==> src/rtl/qenc_pkg.sv <==
package qenc_pkg;
  typedef struct packed {
    logic load;
    logic moved;
    logic stepUp;
  } qencStb_t;

  typedef enum logic [1:0] {
    MARK_QUARTER = 2'b00,
    MARK_HALF    = 2'b01,
    MARK_FULL    = 2'b10,
    MARK_SPARE   = 2'b11
  } markSel_e;
endpackage

==> src/rtl/qenc_ctrl.sv <==
module qenc_ctrl
  import qenc_pkg::*;
#(
  parameter int POS_W = 12
) (
  input  logic             clk,
  input  logic             rst_n,
  input  logic [POS_W-1:0] posIn,
  input  logic             updStb,
  output qencStb_t         stb
);
  logic [POS_W-1:0] lastPos;
  logic [POS_W-1:0] nextUp;

  assign nextUp = POS_W'(lastPos + 1'b1);

  always_comb begin
    stb.load   = updStb;
    stb.moved  = updStb && (posIn != lastPos);
    stb.stepUp = (posIn == nextUp);
  end

  always_ff @(posedge clk) begin
    if (!rst_n)      lastPos <= '0;
    else if (updStb) lastPos <= posIn;
  end
endmodule

==> src/rtl/qenc_datapath.sv <==
module qenc_datapath
  import qenc_pkg::*;
#(
  parameter int POS_W = 12
) (
  input  logic             clk,
  input  logic             rst_n,
  input  logic [POS_W-1:0] posIn,
  input  logic [1:0]       markSel,
  input  qencStb_t         stb,
  output logic             chanA,
  output logic             chanB,
  output logic             dirOut,
  output logic             markOut
);
  localparam int CYCLE_STEPS = 4;
  localparam int QUARTER     = CYCLE_STEPS / 4;

  logic       nextA, nextB;
  logic [2:0] markSpan;

  always_comb begin
    unique case (posIn[1:0])
      2'b00:   {nextA, nextB} = 2'b00;
      2'b01:   {nextA, nextB} = 2'b10;
      2'b10:   {nextA, nextB} = 2'b11;
      default: {nextA, nextB} = 2'b01;
    endcase
  end

  always_comb begin
    case (markSel_e'(markSel))
      MARK_HALF: markSpan = 3'(2 * QUARTER);
      MARK_FULL: markSpan = 3'(4 * QUARTER);
      default:   markSpan = 3'(QUARTER);
    endcase
  end

  always_ff @(posedge clk) begin
    if (!rst_n) begin
      chanA   <= 1'b0;
      chanB   <= 1'b0;
      dirOut  <= 1'b1;
      markOut <= 1'b0;
    end else if (stb.load) begin
      chanA   <= nextA;
      chanB   <= nextB;
      markOut <= (32'(posIn) < 32'(markSpan));
      if (stb.moved) dirOut <= stb.stepUp;
    end
  end
endmodule

==> src/rtl/quad_encoder_emu.sv <==
module quad_encoder_emu
  import qenc_pkg::*;
#(
  parameter int POS_W = 12
) (
  input  logic             clk,
  input  logic             rst_n,
  input  logic [POS_W-1:0] posIn,
  input  logic             updStb,
  input  logic [1:0]       markSel,
  output logic             chanA,
  output logic             chanB,
  output logic             dirOut,
  output logic             markOut
);
  qencStb_t stb;

  qenc_ctrl #(.POS_W(POS_W)) u_ctrl (
    .clk(clk), .rst_n(rst_n), .posIn(posIn), .updStb(updStb), .stb(stb)
  );

  qenc_datapath #(.POS_W(POS_W)) u_dp (
    .clk(clk), .rst_n(rst_n), .posIn(posIn), .markSel(markSel), .stb(stb),
    .chanA(chanA), .chanB(chanB), .dirOut(dirOut), .markOut(markOut)
  );
endmodule

==> config.mk <==
export PLATFORM = sky130hd
export DESIGN_NAME = quad_encoder_emu
export DESIGN_NICKNAME = d
export VERILOG_FILES = /design/src/rtl/qenc_pkg.sv /design/src/rtl/qenc_ctrl.sv /design/src/rtl/qenc_datapath.sv /design/src/rtl/quad_encoder_emu.sv
export SDC_FILE = /design/constraint.sdc
export NUM_CORES = 1
export LEC_CHECK = 0
export BUFFER_PORTS_ARGS = -buffer_cell sky130_fd_sc_hd__buf_4
export CAP_MARGIN = 20
export CORE_UTILIZATION = 49
export DETAILED_ROUTE_END_ITERATION = 12
export GPL_ROUTABILITY_DRIVEN = 1
export GPL_TIMING_DRIVEN = 1
export PLACE_DENSITY = 0.74
export RECOVER_POWER = 50
export SLEW_MARGIN = 20
export SYNTH_ARGS = -nofsm -noshare
export SYNTH_HDL_FRONTEND = slang
export SYNTH_SLANG_ARGS = --single-unit
==> constraint.sdc <==
create_clock -name clk -period 1.55 [get_ports clk]
set_input_delay 0.31 -clock clk [delete_from_list [all_inputs] [get_ports clk]]
set_output_delay 0.31 -clock clk [all_outputs]
set_load 0.05 [all_outputs]
==> qor.csv, run 1 <==
metric,value,unit
status,"complete, but fails checks",
violations,negative setup slack,
drc,0,
synthTopCellsByCount,"dfxtp_1, mux2i_1, nor2b_1",
tightest_slew,0.770,ns
synth.area.top_cells,"dfxtp_1, mux2i_1, nor2b_1",
cpMostUsedCell,nand4_1,
yosysSeqAreaShare,0.258,
antenna_left,0,
worst_slack,-0.0334,ns
crit_arrival,1.81,ns
die_area,2740,sq um
vdd_ir_drop_max,0.731,mV
multi_input_area,878,sq um
grt_pass1_wl,4.80,mm
cts_buffers,3,
clock_latency,0.30,ns
endpoint_kind,flip-flop,
clock-sinks,16,
fin_crit,1.58,ns
cp.required,1.78,ns
yosysWarnings,0,
crit_chain,"ha_4, nand4_1, o31a_1, a311oi_2, nand4_1, o31ai_2",
grt_pass1_vias,1069,
critPathMaxFanout,3,
final_layout_size_suffix_gt1_frac,0.310,
synthCells,141,
crit_buf_inv,0,
drt-total-wl,3.02,mm
port_buffers,20,
pre_cts_ws,-0.106,ns
fp.dieH,52.3,um
hpwl,2.27,mm
cts_htree_levels,1,
grt_max_degree,17,
finalSetupViolCount,1,
overflow,0,
gp_congestion,0.901,
drt-initial-drc-count,19,
post_drt_wl_per_cell,14.9,um
slowest_stage,dfxtp_2,
max_freq,0.632,GHz
path_class,reg2reg,
hold_class,in2reg,
num_io_pins,21,
clkSlewWorstSetupHoldPaths,0.10,ns
synth_nets,165,
cp_top_family,compound AO/OA/AOI/OAI gates,
report.final.slew_viol_count,0,
rows,17,
synth-seq-cells,16,
antenna_found_initial,0,
fin_skew,0.00118,ns
max-cap-violations,0,
seq_area,325,sq um
final_core_util,0.687,
via_per_inst,5.58,
pwr_density_cell,642,nW/um^2
cts_root_buf,clkbuf_4,
clock_path_buffers,2,
synth_largest_area_cell,dfxtp_1,
ys.flop_type,dfxtp_1,
syn-cell-area,1240,sq um
num_vias,1127,
synth.most_common_cell,dfxtp_1,
period_share,1.02,
synth_edf_count,0,
die-width,52.3,um
synth-async-reset-ratio,0,
core_area,2300,sq um
p_leak,0.000669,uW
dr.pass1.iters,7,
max_stage_delay,0.36,ns
rsz0062_at_grt,yes,
post_cts_buffers,0,
hold_buffers,0,
gr-usage-all-layers,0.246,
synth_cell_types,43,
hold_viol_final,0,
area_growth,27.2,%
num-nets-final,200,
worst_setup_path_start_kind,flip-flop,
yosysTopAreaCellShare,0.258,
fill_cells,197,
avgSynthCellArea,8.79,sq um
slew_headroom,0.487,
cts_tree,yes,
holdWs,0.290,ns
initial_core_util,0.540,
n_antenna_cell,0,
-- worst register-to-register path, stage by stage, from the launching register on --
cell and delay, ns:
dfxtp_2 0.36, ha_4 0.15, nand4_1 0.13, o31a_1 0.29, a311oi_2 0.22, nand4_1 0.15
o31ai_2 0.21
-- repair_timing --
action | in CTS | in global routing
setup endpoints to repair | 1 | 1
pin swaps | 2 | 0
resized for setup | 5 | 3
-- path summary, 6_finish.rpt --
path / depth (start not counted) / end / slack (ns) / from
min reg2reg: 2 / u_dp.markOut / 0.49 / u_dp.markOut
max: 6 / u_dp.dirOut / -0.03 / u_ctrl.lastPos[1]
max reg2reg: 6 / u_dp.dirOut / -0.03 / u_ctrl.lastPos[1]
min: 3 / u_ctrl.lastPos[11] / 0.29 / posIn[11]
-- layout by cell type (no fill, tap or decap), types with 2 or more instances in the layout --
master,count
ha_1,6
o21ai_0,4
a21boi_0,2
xnor2_2,2
a21oi_1,2
nor2_1,3
nand2_1,4
xor2_1,3
buf_4,36
o31ai_1,3
xnor2_1,8
nor4_1,3
mux2i_1,15
dfxtp_2,4
inv_1,10
nand3_1,3
clkbuf_4,3
nand3b_1,2
nand4_1,5
nor2b_1,15
dfxtp_1,12
or2b_1,2
nand3_2,2
-- logic make-up (layout without fill, tap and decap cells) --
group,Yosys count,count (layout),synth area share
buf+inv,18,51,0.0676
simple gates,49,49,0.241
flops,16,16,0.258
compound gates,23,23,0.149
mux,15,15,0.121
fa+ha+maj,7,7,0.0706
xor+xnor,13,13,0.0918
-- layer usage --
metal / share of wire / global-route usage / vias to the layer above
met5: 0 / 0 / -
met4: 0.0096 / 0.0658 / 0
met3: 0.048 / 0.0609 / 5
met2: 0.49 / 0.409 / 26
met1: 0.45 / 0.312 / 525
li1: - / - / 571
-- where the power goes --
part	switching (uW)	internal (uW)	total [uW]
Clock	144	90.8	235
Sequential	29.5	437	466
Combinational	155	157	312
Total	328	685	1010
-- metrics by stage --
stage,TNS [ns],total power (uW),area [sq um],instances
floorplan,0,658,1250,141
global placement,-0.0899,767,1520,199
detailed placement,-0.109,776,1520,199
CTS,-0.0121,1020,1570,202
global route,-0.0959,1070,1580,202
finish,-0.0334,1010,1580,202
-- final cells by class --
| type | count | area share |
|---|---|---|
| inverter | 10 | 0.0238 |
| tap | 28 | 0.0222 |
| timing repair buffer | 38 | 0.177 |
| sequential | 16 | 0.206 |
| multi-input combinational | 107 | 0.557 |
| clock buffer | 3 | 0.0143 |
-- flip-flops by register name, summed over array words and instances (netlist names) --
signal and cells:
u_dp.chanA 1, u_dp.chanB 1, u_dp.dirOut 1, u_dp.markOut 1
u_ctrl.lastPos 12
Note: power is estimated with default switching activity, not from simulation.
==> run 2: changes to the inputs <==
--- a/config.mk
+++ b/config.mk
@@ -8,6 +8,7 @@
 export BUFFER_PORTS_ARGS = -buffer_cell sky130_fd_sc_hd__buf_4
 export CAP_MARGIN = 20
 export CORE_UTILIZATION = 49
+export CTS_BUF_LIST = sky130_fd_sc_hd__clkbuf_2 sky130_fd_sc_hd__clkbuf_4 sky130_fd_sc_hd__clkbuf_8
 export DETAILED_ROUTE_END_ITERATION = 12
 export GPL_ROUTABILITY_DRIVEN = 1
 export GPL_TIMING_DRIVEN = 1
==> constraint.sdc (replaced) <==
create_clock -name clk -period 1.3 [get_ports clk]
set_input_delay 0.26 -clock clk [delete_from_list [all_inputs] [get_ports clk]]
set_output_delay 0.26 -clock clk [all_outputs]
set_load 0.05 [all_outputs]
==> run 2 against run 1 <==
Effect of this change: count of clock-buffer cells in the layout is the same; register-to-register slack got worse by 0.22 ns; worst hold slack got worse by 0.038 ns; the run still ends with negative setup slack left; fmax is 1.7% higher; worst setup slack got worse by 0.22 ns; non-clock buffer count is 16 higher; largest power group unchanged; clock power up 28%; utilization grew 6.2 points; sequential share of layout area down 1.2 points; critical path type unchanged.
==> qor.csv, run 2 (synthesis gave the netlist of run 1 again) <==
metric,value,unit,change
largest_reg_flops,12,,unchanged
final_common_cell,buf_4,,
period_share,1.20,,+0.176
cp.required,1.53,ns,-0.25 ns
rows,17,,unchanged
hold_class,in2reg,,
max-cap-violations,0,,unchanged
core_area,2300,sq um,unchanged
fill_cells,173,,-12%
post_drt_wl_per_cell,14.7,um,-1.4%
worst_setup_path_start_kind,flip-flop,,
drt-initial-drc-count,22,,+3
pwr_density_cell,741,nW/um^2,+15%
hold_buffers,0,,unchanged
vdd_ir_drop_max,0.687,mV,-6.1%
num-nets-final,216,,+8.0%
drc,0,,unchanged
routed.top_layer,met4,,
clock_latency,0.30,ns,about the same
status,"complete, but fails checks",,
antenna_found_initial,0,,unchanged
slew_headroom,0.775,,+0.289
grt_max_degree,17,,unchanged
hold_viol_final,0,,unchanged
overflow,0,,unchanged
via_per_inst,5.60,,+0.34%
fin_crit,1.56,ns,-0.0263 ns
fp.dieH,52.3,um,unchanged
grt_pass1_vias,1209,,+13%
n_antenna_cell,0,,unchanged
layout_common_cells,"buf_4, mux2i_1, nor2b_1, inv_1, dfxtp_1",,
num_vias,1226,,+8.8%
p_leak,0.000754,uW,+13%
crit_arrival,1.78,ns,-0.03 ns
finalSetupViolCount,1,,unchanged
hpwl,2.54,mm,+12%
tns,-0.257,ns,-0.224 ns
drt-total-wl,3.22,mm,+6.9%
num_io_pins,21,,unchanged
met1_length,1.44,mm,+5.0%
report.final.slew_viol_count,0,,unchanged
dr.pass1.iters,4,,-3
cts_buffers,3,,unchanged
worst_slack,-0.257,ns,-0.224 ns
path_class,reg2reg,,
whs_path_depth,3,,unchanged
initial_core_util,0.540,,unchanged
grt_pass1_wl,5.31,mm,+10%
gp_congestion,0.882,,-2.1%
dr_wl_met2,1.56,mm,+6.2%
cts_tree,yes,,
cts_root_buf,clkbuf_4,,
clock_path_buffers,2,,unchanged
gr-usage-all-layers,0.265,,+0.0196
die_area,2740,sq um,unchanged
holdWs,0.253,ns,-0.0378 ns
final_layout_size_suffix_gt1_frac,0.382,,+0.0719
cts_htree_levels,1,,unchanged
tightest_slew,0.334,ns,-0.436 ns
fin_skew,0.000850,ns,-0.000326 ns
met3_length,184,um,+28%
area_growth,38.6,%,
antenna_left,0,,unchanged
clkSlewWorstSetupHoldPaths,0.11,ns,about the same
worst-r2r-cell-count,6,,unchanged
endpoint_kind,flip-flop,,
critPathMaxFanout,5,,+2
clock-sinks,16,,unchanged
regMostFlops,u_ctrl.lastPos,,
max_freq,0.642,GHz,+1.7%
die-width,52.3,um,unchanged
rsz0062_at_grt,yes,,
port_buffers,20,,unchanged
violations,negative setup slack,,
## run 2: metrics by stage
stage               area (sq um)   util  instances  total power (uW)  setup slack [ns]
finish                      1720  0.748        219              1270            -0.257
global route                1720  0.748        219              1340            -0.391
CTS                         1710  0.746        219              1270            -0.236
detailed placement          1660  0.722        214               968            -0.332
global placement            1660  0.722        214               953            -0.240
floorplan                   1270      -        141               787            -0.172
## run 2: timing repair
item / in CTS / in global routing
cloned: 0 / 0
setup buffers: 1 / 0
pin swaps: 2 / 0
resized for setup: 7 / 2
setup endpoints to repair: 1 / 2
## run 2: critical path, cell delays in order (launching register included)
cell and delay (ns):
dfxtp_4 0.40, ha_4 0.15, nand3_4 0.08, or4_1 0.40
a21oi_1 0.14, o31ai_1 0.09, o31ai_2 0.22
## run 2: worst paths after layout
kind                                         from                end  slack (ns)
worst max-delay path            u_ctrl.lastPos[0]        u_dp.dirOut       -0.26
worst min-delay path                     posIn[6]  u_ctrl.lastPos[6]        0.25
worst max register to register  u_ctrl.lastPos[0]        u_dp.dirOut       -0.26
worst min register to register       u_dp.markOut       u_dp.markOut        0.51
## run 2: cell type report
type                            instances  area [sq um]  area share
Clock buffer                            3          22.5      0.0131
Clock inverter                          1          3.75     0.00218
Inverter                               10          37.5      0.0218
Multi-Input combinational cell        107           881       0.512
Sequential cell                        16           334       0.194
Tap cell                               28          35.0      0.0204
Timing Repair Buffer                   54           405       0.236
## run 2: metal layers
metal | up-vias | global-route usage
met5 | - | 0
met4 | 0 | 0.0614
met3 | 7 | 0.0522
met2 | 32 | 0.464
met1 | 581 | 0.330
li1 | 606 | -
## run 2: power by group
group / internal (uW) / switching (uW) / total [uW]
sequential: 520 / 39.1 / 559
clock: 112 / 189 / 301
combinational: 220 / 194 / 414
==> run 3: changes to the inputs <==
==> constraint.sdc (replaced) <==
create_clock -name clk -period 1.3 [get_ports clk]
set_input_delay 0.065 -clock clk [delete_from_list [all_inputs] [get_ports clk]]
set_output_delay 0.065 -clock clk [all_outputs]
set_load 0.05 [all_outputs]
==> run 3 against run 2 <==
Effect of this change: the flow still finishes with violations (negative setup slack); critical path depth rose by 1; fmax decreased by 1.5%; routed wire length decreased by 4.7%; cell count fell by 5.5%; combinational power down 7.7%; cell area down 5.8%; non-clock buffer count shrank 11; count of clock-buffer cells in the layout did not move; clock power shrank 9.0%; first-iteration DRC count is 14% higher; sequential power barely moved; critical endpoint unchanged; largest power group unchanged.
==> qor.csv, run 3 (synthesis gave the netlist of run 1 again) <==
metric,value,unit,change
status,"complete, but fails checks",,
violations,negative setup slack,,
critPathMaxFanout,5,,unchanged
p_int,822,uW,-3.5%
finalSetupViolCount,1,,unchanged
final_core_util,0.705,,-0.0436
dr.pass1.iters,4,,unchanged
routed.top_layer,met4,,
fp.dieH,52.3,um,unchanged
met1_length,1.42,mm,-0.97%
worst_setup_path_start_kind,flip-flop,,
cts_buffers,3,,unchanged
cts_root_buf,clkbuf_4,,
n_antenna_cell,0,,unchanged
regMostFlops,u_ctrl.lastPos,,
antenna_left,0,,unchanged
cp.required,1.49,ns,-0.04 ns
combPwrFrac,0.315,,-0.010
crit_chain,"ha_4, nand3_4, buf_4, o211ai_1, o31ai_1, o31ai_1, o31ai_2",,
fin_crit,1.58,ns,+0.0235 ns
whs_path_depth,3,,unchanged
hold_buffers,0,,unchanged
antenna_found_initial,0,,unchanged
largest_reg_flops,12,,unchanged
clock_latency,0.29,ns,about the same
num_io_pins,21,,unchanged
final_common_cell,buf_4,,
grt_pass1_wl,5.31,mm,+0.13%
cp_top_family,compound AO/OA/AOI/OAI gates,,
report.final.slew_viol_count,0,,unchanged
period_share,1.22,,+0.0181
overflow,0,,unchanged
drc,0,,unchanged
drt-initial-drc-count,25,,+14%
die-width,52.3,um,unchanged
hold_viol_final,0,,unchanged
port_buffers,20,,unchanged
gr-usage-all-layers,0.264,,-0.000885
clkSlewWorstSetupHoldPaths,0.10,ns,about the same
initial_core_util,0.540,,unchanged
slowest_stage,dfxtp_4,,
tightest_slew,0.325,ns,-0.00832 ns
p_leak,0.000688,uW,-8.7%
max-cap-violations,0,,unchanged
max_stage_delay,0.39,ns,about the same
cpMostUsedCell,o31ai_1,,
dr_wl_met2,1.49,mm,-4.7%
pwr_density_cell,749,nW/um^2,+1.1%
cp.depth,7,,+1
num_vias,1181,,-3.7%
worst-r2r-cell-count,7,,+1
area_growth,30.6,%,
hpwl,2.44,mm,-4.0%
via_per_inst,5.71,,+1.9%
p_sw,391,uW,-7.2%
num-nets-final,205,,-5.1%
vdd_ir_drop_max,0.650,mV,-5.4%
netSwitchingFraction,0.322,,-0.00868
grt_pass1_vias,1175,,-2.8%
max_freq,0.633,GHz,-1.5%
grt_max_degree,17,,unchanged
drt-total-wl,3.07,mm,-4.7%
endpoint_kind,flip-flop,,
cts_tree,yes,,
rsz0062_at_grt,yes,,
layout_common_cells,"buf_4, mux2i_1, nor2b_1, dfxtp_1",,
rows,17,,unchanged
fin_skew,0.00381,ns,+0.00296 ns
die_area,2740,sq um,unchanged
final_layout_size_suffix_gt1_frac,0.330,,-0.0526
crit_arrival,1.77,ns,about the same
pwr-share-clk,0.226,,-0.010
cts_htree_levels,1,,unchanged
gp_congestion,0.890,,+0.93%
path_class,reg2reg,,
met3_length,121,um,-34%
worst_slack,-0.281,ns,-0.0235 ns
seq_power_share,0.459,,+0.020
clock-sinks,16,,unchanged
core_area,2300,sq um,unchanged
total_power,1210,uW,-4.7%
crit_buf_inv,1,,+1
clock_path_buffers,2,,unchanged
slew_headroom,0.781,,+0.00560
post_drt_wl_per_cell,14.8,um,+0.84%
hold_class,in2reg,,
==> run 3: cell type report <==
class | count | area, sq um
Multi-Input combinational cell | 107 | 870
Fill cell | 191 | 678
Sequential cell | 16 | 332
Timing Repair Buffer | 43 | 323
Inverter | 10 | 37.5
Tap cell | 28 | 35.0
Clock buffer | 3 | 22.5
==> run 3: timing repair <==
| action | in CTS | in global routing |
|---|---|---|
| gates resized for setup | 4 | 1 |
| buffers inserted | 1 | 0 |
| endpoints found under the setup margin | 1 | 1 |
| pin swaps | 0 | 0 |
| hold endpoints to repair | 0 | 0 |
| cloned | 0 | 0 |
==> run 3: per-stage QoR <==
stage	hold WS, ns	instances	instance area (sq um)	setup TNS [ns]	worst slack [ns]
floorplan	0.193	141	1270	-0.172	-0.172
global placement	0.349	203	1580	-0.307	-0.267
detailed placement	0.365	203	1580	-0.404	-0.346
CTS	0.0545	207	1610	-0.253	-0.253
global route	0.0699	207	1620	-0.352	-0.352
finish	0.0522	207	1620	-0.281	-0.281
==> run 3: path summary, 6_finish.rpt <==
check | startpoint | end | slack [ns]
max | u_ctrl.lastPos[0] | u_dp.dirOut | -0.28
min | posIn[10] | u_ctrl.lastPos[10] | 0.05
max reg2reg | u_ctrl.lastPos[0] | u_dp.dirOut | -0.28
min reg2reg | u_dp.markOut | u_dp.markOut | 0.50
==> run 3: power groups by stage <==
| stage | logic (uW) | registers [uW] | clock network (uW) |
|---|---|---|---|
| 4_1_cts | 382 | 556 | 280 |
| 6_report | 382 | 557 | 274 |
| 2_1_floorplan | 212 | 575 | 0 |
| 5_1_grt | 418 | 561 | 300 |
| 3_5_place_dp | 375 | 568 | 0 |
| 3_3_place_gp | 364 | 564 | 0 |
==> run 3: layer usage <==
metal	vias to the layer above	track usage
met4	0	0.0746
met3	6	0.0406
met5	-	0
met2	30	0.449
met1	560	0.342
li1	585	-
==> run 3: worst reg2reg max path, delay by kind of cell, from the launching register on <==
kind            cells  cell delay (ns)
compound gates      4             0.70
fa+ha+maj           1             0.17
buf+inv             1             0.15
flops               1             0.39
simple gates        1             0.07
